**src/rtl/dtmf_tone_gen.sv**
```systemverilog
module dtmf_tone_gen #(
  parameter int unsigned ON_CYC  = 332898,
  parameter int unsigned OFF_CYC = 332898,
  parameter int unsigned DIV_W   = 12,
  parameter int unsigned ROW_HALF [4] = '{2560, 2336, 2110, 1888},
  parameter int unsigned COL_HALF [3] = '{1472, 1344, 1216}
) (
  input  logic       clk_i,
  input  logic       rst_ni,
  input  logic       pulse_mode_i,
  input  logic       req_i,
  input  logic [1:0] row_i,
  input  logic [1:0] col_i,
  input  logic       row_on_i,
  input  logic       col_on_i,
  output logic       row_tone_o,
  output logic       col_tone_o,
  output logic       busy_o
);

  localparam int unsigned MAXC = (ON_CYC > OFF_CYC) ? ON_CYC : OFF_CYC;
  localparam int unsigned TW   = $clog2(MAXC + 1);

  typedef enum logic [1:0] {S_IDLE, S_BURST, S_GAP} st_t;

  st_t             st_q;
  logic [TW-1:0]   tmr_q;
  logic            req_q;
  logic            pend_q;
  logic [1:0]      prow_q, pcol_q, row_q, col_q;
  logic            pron_q, pcon_q, ron_q, con_q;
  logic [DIV_W-1:0] rcnt_q, ccnt_q, rhalf, chalf;
  logic            rsq_q, csq_q;
  logic            in_burst, in_gap, rise, on_done, off_done, start;

  assign in_burst = (st_q == S_BURST);
  assign in_gap   = (st_q == S_GAP);
  assign busy_o   = (st_q != S_IDLE);
  assign rise     = req_i & ~req_q;
  assign on_done  = in_burst && (tmr_q >= TW'(ON_CYC - 1)) && !req_i;
  assign off_done = in_gap && (tmr_q >= TW'(OFF_CYC - 1));
  assign start    = ((st_q == S_IDLE) && req_i) || (off_done && (pend_q || req_i));

  assign rhalf = DIV_W'(ROW_HALF[row_q]);
  assign chalf = col_q[1] ? DIV_W'(COL_HALF[2]) :
                 col_q[0] ? DIV_W'(COL_HALF[1]) : DIV_W'(COL_HALF[0]);

  assign row_tone_o = in_burst & ron_q & rsq_q & ~pulse_mode_i;
  assign col_tone_o = in_burst & con_q & (col_q != 2'd3) & csq_q & ~pulse_mode_i;

  always_ff @(posedge clk_i or negedge rst_ni) begin
    if (!rst_ni) begin
      st_q   <= S_IDLE;
      tmr_q  <= '0;
      req_q  <= 1'b0;
      pend_q <= 1'b0;
      prow_q <= '0;
      pcol_q <= '0;
      pron_q <= 1'b0;
      pcon_q <= 1'b0;
      row_q  <= '0;
      col_q  <= '0;
      ron_q  <= 1'b0;
      con_q  <= 1'b0;
    end else begin
      req_q <= req_i;
      unique case (st_q)
        S_IDLE: begin
          if (req_i) begin
            st_q  <= S_BURST;
            tmr_q <= '0;
            row_q <= row_i;
            col_q <= col_i;
            ron_q <= row_on_i;
            con_q <= col_on_i;
          end
        end
        S_BURST: begin
          if (on_done) begin
            st_q  <= S_GAP;
            tmr_q <= '0;
          end else if (tmr_q < TW'(ON_CYC - 1)) begin
            tmr_q <= tmr_q + 1'b1;
          end
        end
        S_GAP: begin
          if (off_done) begin
            tmr_q <= '0;
            if (start) begin
              st_q   <= S_BURST;
              pend_q <= 1'b0;
              row_q  <= pend_q ? prow_q : row_i;
              col_q  <= pend_q ? pcol_q : col_i;
              ron_q  <= pend_q ? pron_q : row_on_i;
              con_q  <= pend_q ? pcon_q : col_on_i;
            end else begin
              st_q <= S_IDLE;
            end
          end else begin
            tmr_q <= tmr_q + 1'b1;
          end
        end
        default: st_q <= S_IDLE;
      endcase
      if ((in_burst || in_gap) && rise && !start) begin
        pend_q <= 1'b1;
        prow_q <= row_i;
        pcol_q <= col_i;
        pron_q <= row_on_i;
        pcon_q <= col_on_i;
      end
    end
  end

  always_ff @(posedge clk_i or negedge rst_ni) begin
    if (!rst_ni) begin
      rcnt_q <= '0;
      ccnt_q <= '0;
      rsq_q  <= 1'b1;
      csq_q  <= 1'b1;
    end else if (!in_burst) begin
      rcnt_q <= '0;
      ccnt_q <= '0;
      rsq_q  <= 1'b1;
      csq_q  <= 1'b1;
    end else begin
      if (rcnt_q == rhalf - 1'b1) begin
        rcnt_q <= '0;
        rsq_q  <= ~rsq_q;
      end else begin
        rcnt_q <= rcnt_q + 1'b1;
      end
      if (ccnt_q == chalf - 1'b1) begin
        ccnt_q <= '0;
        csq_q  <= ~csq_q;
      end else begin
        ccnt_q <= ccnt_q + 1'b1;
      end
    end
  end

endmodule

```
**config.mk**
```make
export PLATFORM = sky130hd
export DESIGN_NAME = dtmf_tone_gen
export DESIGN_NICKNAME = d
export VERILOG_FILES = /design/src/rtl/dtmf_tone_gen.sv
export SDC_FILE = /design/constraint.sdc
export NUM_CORES = 1
export LEC_CHECK = 0
export BUFFER_PORTS_ARGS = -buffer_cell sky130_fd_sc_hd__buf_2
export CAP_MARGIN = 15
export CORE_UTILIZATION = 45
export DETAILED_ROUTE_END_ITERATION = 8
export PLACE_DENSITY = 0.71
export SLEW_MARGIN = 10
export SYNTH_ARGS = -nofsm -noshare
export SYNTH_HDL_FRONTEND = slang
export SYNTH_SLANG_ARGS = --single-unit
```
**constraint.sdc**
```tcl
create_clock -name clk_i -period 2.3 [get_ports clk_i]
set_input_delay 0.46 -clock clk_i [delete_from_list [all_inputs] [get_ports clk_i]]
set_output_delay 0.46 -clock clk_i [all_outputs]
set_load 0.005 [all_outputs]
```
==> results_dict.tcl <==
set metrics [dict create \
    die_area_um2 7954 \
    worstPathArrival_ns 2.49 \
    ys_types 51 \
    post-route-min-period_ns 2.210 \
    die_w_um 89.19 \
    grtUsageTotal_pct 18.30 \
    crit_chain "nor4_4 > a21o_2 > nor2_1 > or4_4 > buf_12 > nor2b_4 > buf_4 > a221o_1" \
    power.total_mw 2.426 \
    cts_sinks 61 \
    wire_per_inst_um 14.26 \
    max_cap_viol_count 0 \
    htree_levels 3 \
    end_kind "register" \
    globalplace.congestion 0.8270 \
    setup_viol 0 \
    ys_seq_elements 61 \
    initial_core_util_pct 46.91 \
    layout.cells.most_common_list "58 x dfrtp_1, 45 x nor2_1, 24 x nand3_1, 22 x nand2_1, 19 x xor2_1" \
    fmax_mhz 452.6 \
    cts_root_buf "clkbuf_8" \
    synthArstFlopShare_pct 100.0 \
    floorplan.io_pins 13 \
    timing.slew.headroom_pct 75.04 \
    routed_via_density 5.394 \
    syn_area_per_cell_um2 10.27 \
    first_pass_iters 4 \
    globalRoute.totalOverflow 0 \
    clkTransAtPathRegs_ns 0.08 \
    powerDensity_nw_per_um2 601.4 \
    worst_slew_pin_slew_ns 0.3735 \
    numPortBuffers 12 \
    synth_edf_count 0 \
    yosysSeqAreaShare_pct 44.70 \
    syn-num-nets 356 \
    fin_util_pct 55.32 \
    drt_iter0_drc 125 \
    tritoncts.num_buffers 9 \
    grt_max_degree 62 \
    ys.flop_type "dfrtp_1" \
    hpwl_um 4541 \
    antenna_found_initial 0 \
    rows 31 \
    hp-class "primary input to async pin" \
    cpPeakStageDelay_ns 0.49 \
    nNetsFinal 388 \
    fin_crit_sh_pct 96.07 \
    syn-cell-area_um2 3421 \
    slew_violations 0 \
    p_leak_nw 1.865 \
    drive_gt1_share_pct 24.05 \
    drt_drc_violations_left 0 \
    cp.required_ns 2.58 \
    cp_num_buf_inv 2 \
    cts_buffer_depth 2 \
    grt_pass1_vias 2423 \
    crit_family "simple AND/OR/NAND/NOR gates" \
    cts_tree "yes" \
    worst-setup-path-type "register to register" \
    drt-total-wl_um 6687 \
    postRouteAntennaNets 0 \
    syn_to_final_growth_pct 17.92 \
    core_um2 7292 \
    die_h_um 89.19 \
    hold_violations 0 \
    crit_path_top_delay_cell "or4_4" \
    path_max_fanout 23 \
    ys_warn_count 0 \
    routed-via-count 2530 \
    diodes 0 \
    ir_worst_vdd_mv 0.3568 \
    synthCells 333 \
    start_kind "register" \
    fin_worst_skew_ns 0.01170 \
    status "completed" \
    clk_latency_ns 0.34 \
    grt_pass1_wl_um 11140 \
    final_common_cell "dfrtp_1" \
]
-- Yosys cell counts (2+ instances only) --
cell type,count,area share (%)
dfrtp_1,59,43
nor2_1,45,4.9
nand3_1,25,3.7
nand2_1,22,2.4
xor2_1,19,4.9
a22o_1,16,4.1
and3_1,15,2.7
mux2_2,15,4.9
ha_1,13,4.8
a21o_1,10,2.2
xnor2_1,10,2.6
inv_1,8,0.88
a21o_2,7,1.8
nand4_1,6,1.1
buf_6,5,1.6
mux2i_1,5,1.5
clkbuf_1,4,0.44
a21oi_1,3,0.44
nor3_1,3,0.44
o211a_1,3,0.88
or2_2,3,0.55
a221o_1,2,0.59
and4_1,2,0.51
dfstp_2,2,1.5
nor2b_1,2,0.37
nor4_1,2,0.37
o21ai_0,2,0.29
o22ai_1,2,0.37
-- what timing repair did --
| item | CTS | global route |
|---|---|---|
| buffers inserted | 3 | 2 |
| pin swaps | 0 | 3 |
| resized for setup | 3 | 14 |
| hold buffers | 0 | 0 |
| endpoints found under the setup margin | 18 | 21 |
-- path summary, 6_finish.rpt --
path                           start         to  slack (ns)  cells past startpoint
max in group asynchronous     rst_ni      csq_q        1.88                      2
hold / removal                rst_ni  rcnt_q[9]        0.11                      2
setup reg to reg           tmr_q[15]  tmr_q[18]        0.09                      8
hold reg to reg            ccnt_q[0]  ccnt_q[0]        0.48                      1
min in group clk_i             req_i      req_q        0.36                      1
setup / recovery           tmr_q[15]  tmr_q[18]        0.09                      8
-- sequential cells by signal, indices dropped and copies added (netlist names) --
register  count
row_q         2
ccnt_q       12
req_q         1
tmr_q        19
st_q          2
rcnt_q       12
rsq_q         1
ron_q         1
col_q         2
prow_q        2
pcon_q        1
csq_q         1
con_q         1
pron_q        1
pcol_q        2
pend_q        1
-- final cells by class --
| class | count | area, um2 |
|---|---|---|
| tap | 99 | 123.9 |
| clock inverter | 6 | 133.9 |
| clock buffer | 10 | 127.6 |
| fill | 654 | 3258 |
| inverter | 8 | 30.03 |
| sequential | 61 | 1530 |
| timing repair buffer | 33 | 266.5 |
| multi-input combinational | 252 | 1822 |
-- metal layers --
metal  track usage [%]  wire length, um  vias to the layer above  share of wire (%)
met5                 0                0                        -                  0
met4             5.195               71                        0                1.1
met3             5.263              223                        7                3.3
met2             29.08             3173                       32                 47
met1             24.44             3218                     1242                 48
li1                  -                -                     1249                  -
-- report_power, final --
group          internal [mW]  total (mW)  switching (mW)
Sequential              1.09        1.10         0.00716
Clock                  0.832        1.26           0.425
Combinational         0.0347      0.0729          0.0381
Total                   1.96        2.43           0.470
-- logic make-up (layout without fill, tap and decap cells) --
| family | after synthesis | after routing | share of synthesized area [%] |
|---|---|---|---|
| and+or+nand+nor | 136 | 136 | 20.41 |
| adders and majority gates | 13 | 13 | 4.755 |
| muxes | 20 | 20 | 6.401 |
| buffers and inverters | 20 | 57 | 3.438 |
| AOI/OAI and AO/OA | 54 | 54 | 12.88 |
| DFF | 61 | 61 | 44.70 |
| xor gates and xnor gates | 29 | 29 | 7.425 |
-- stage by stage --
| stage | hold slack, ns | area (um2) | cells | setup WS, ns | TNS [ns] |
|---|---|---|---|---|---|
| 2_1_floorplan | 0.1644 | 3421 | 333 | 0.1404 | 0 |
| 3_3_place_gp | 0.4682 | 3662 | 448 | 0.007133 | 0 |
| 3_5_place_dp | 0.4732 | 3662 | 448 | -0.1069 | -1.535 |
| 4_1_cts | 0.1135 | 3959 | 467 | 0.02103 | 0 |
| 5_1_grt | 0.1263 | 4034 | 469 | -0.009819 | -0.01851 |
| 6_report | 0.1056 | 4034 | 469 | 0.09037 | 0 |
Note: power is estimated with default switching activity, not from simulation.
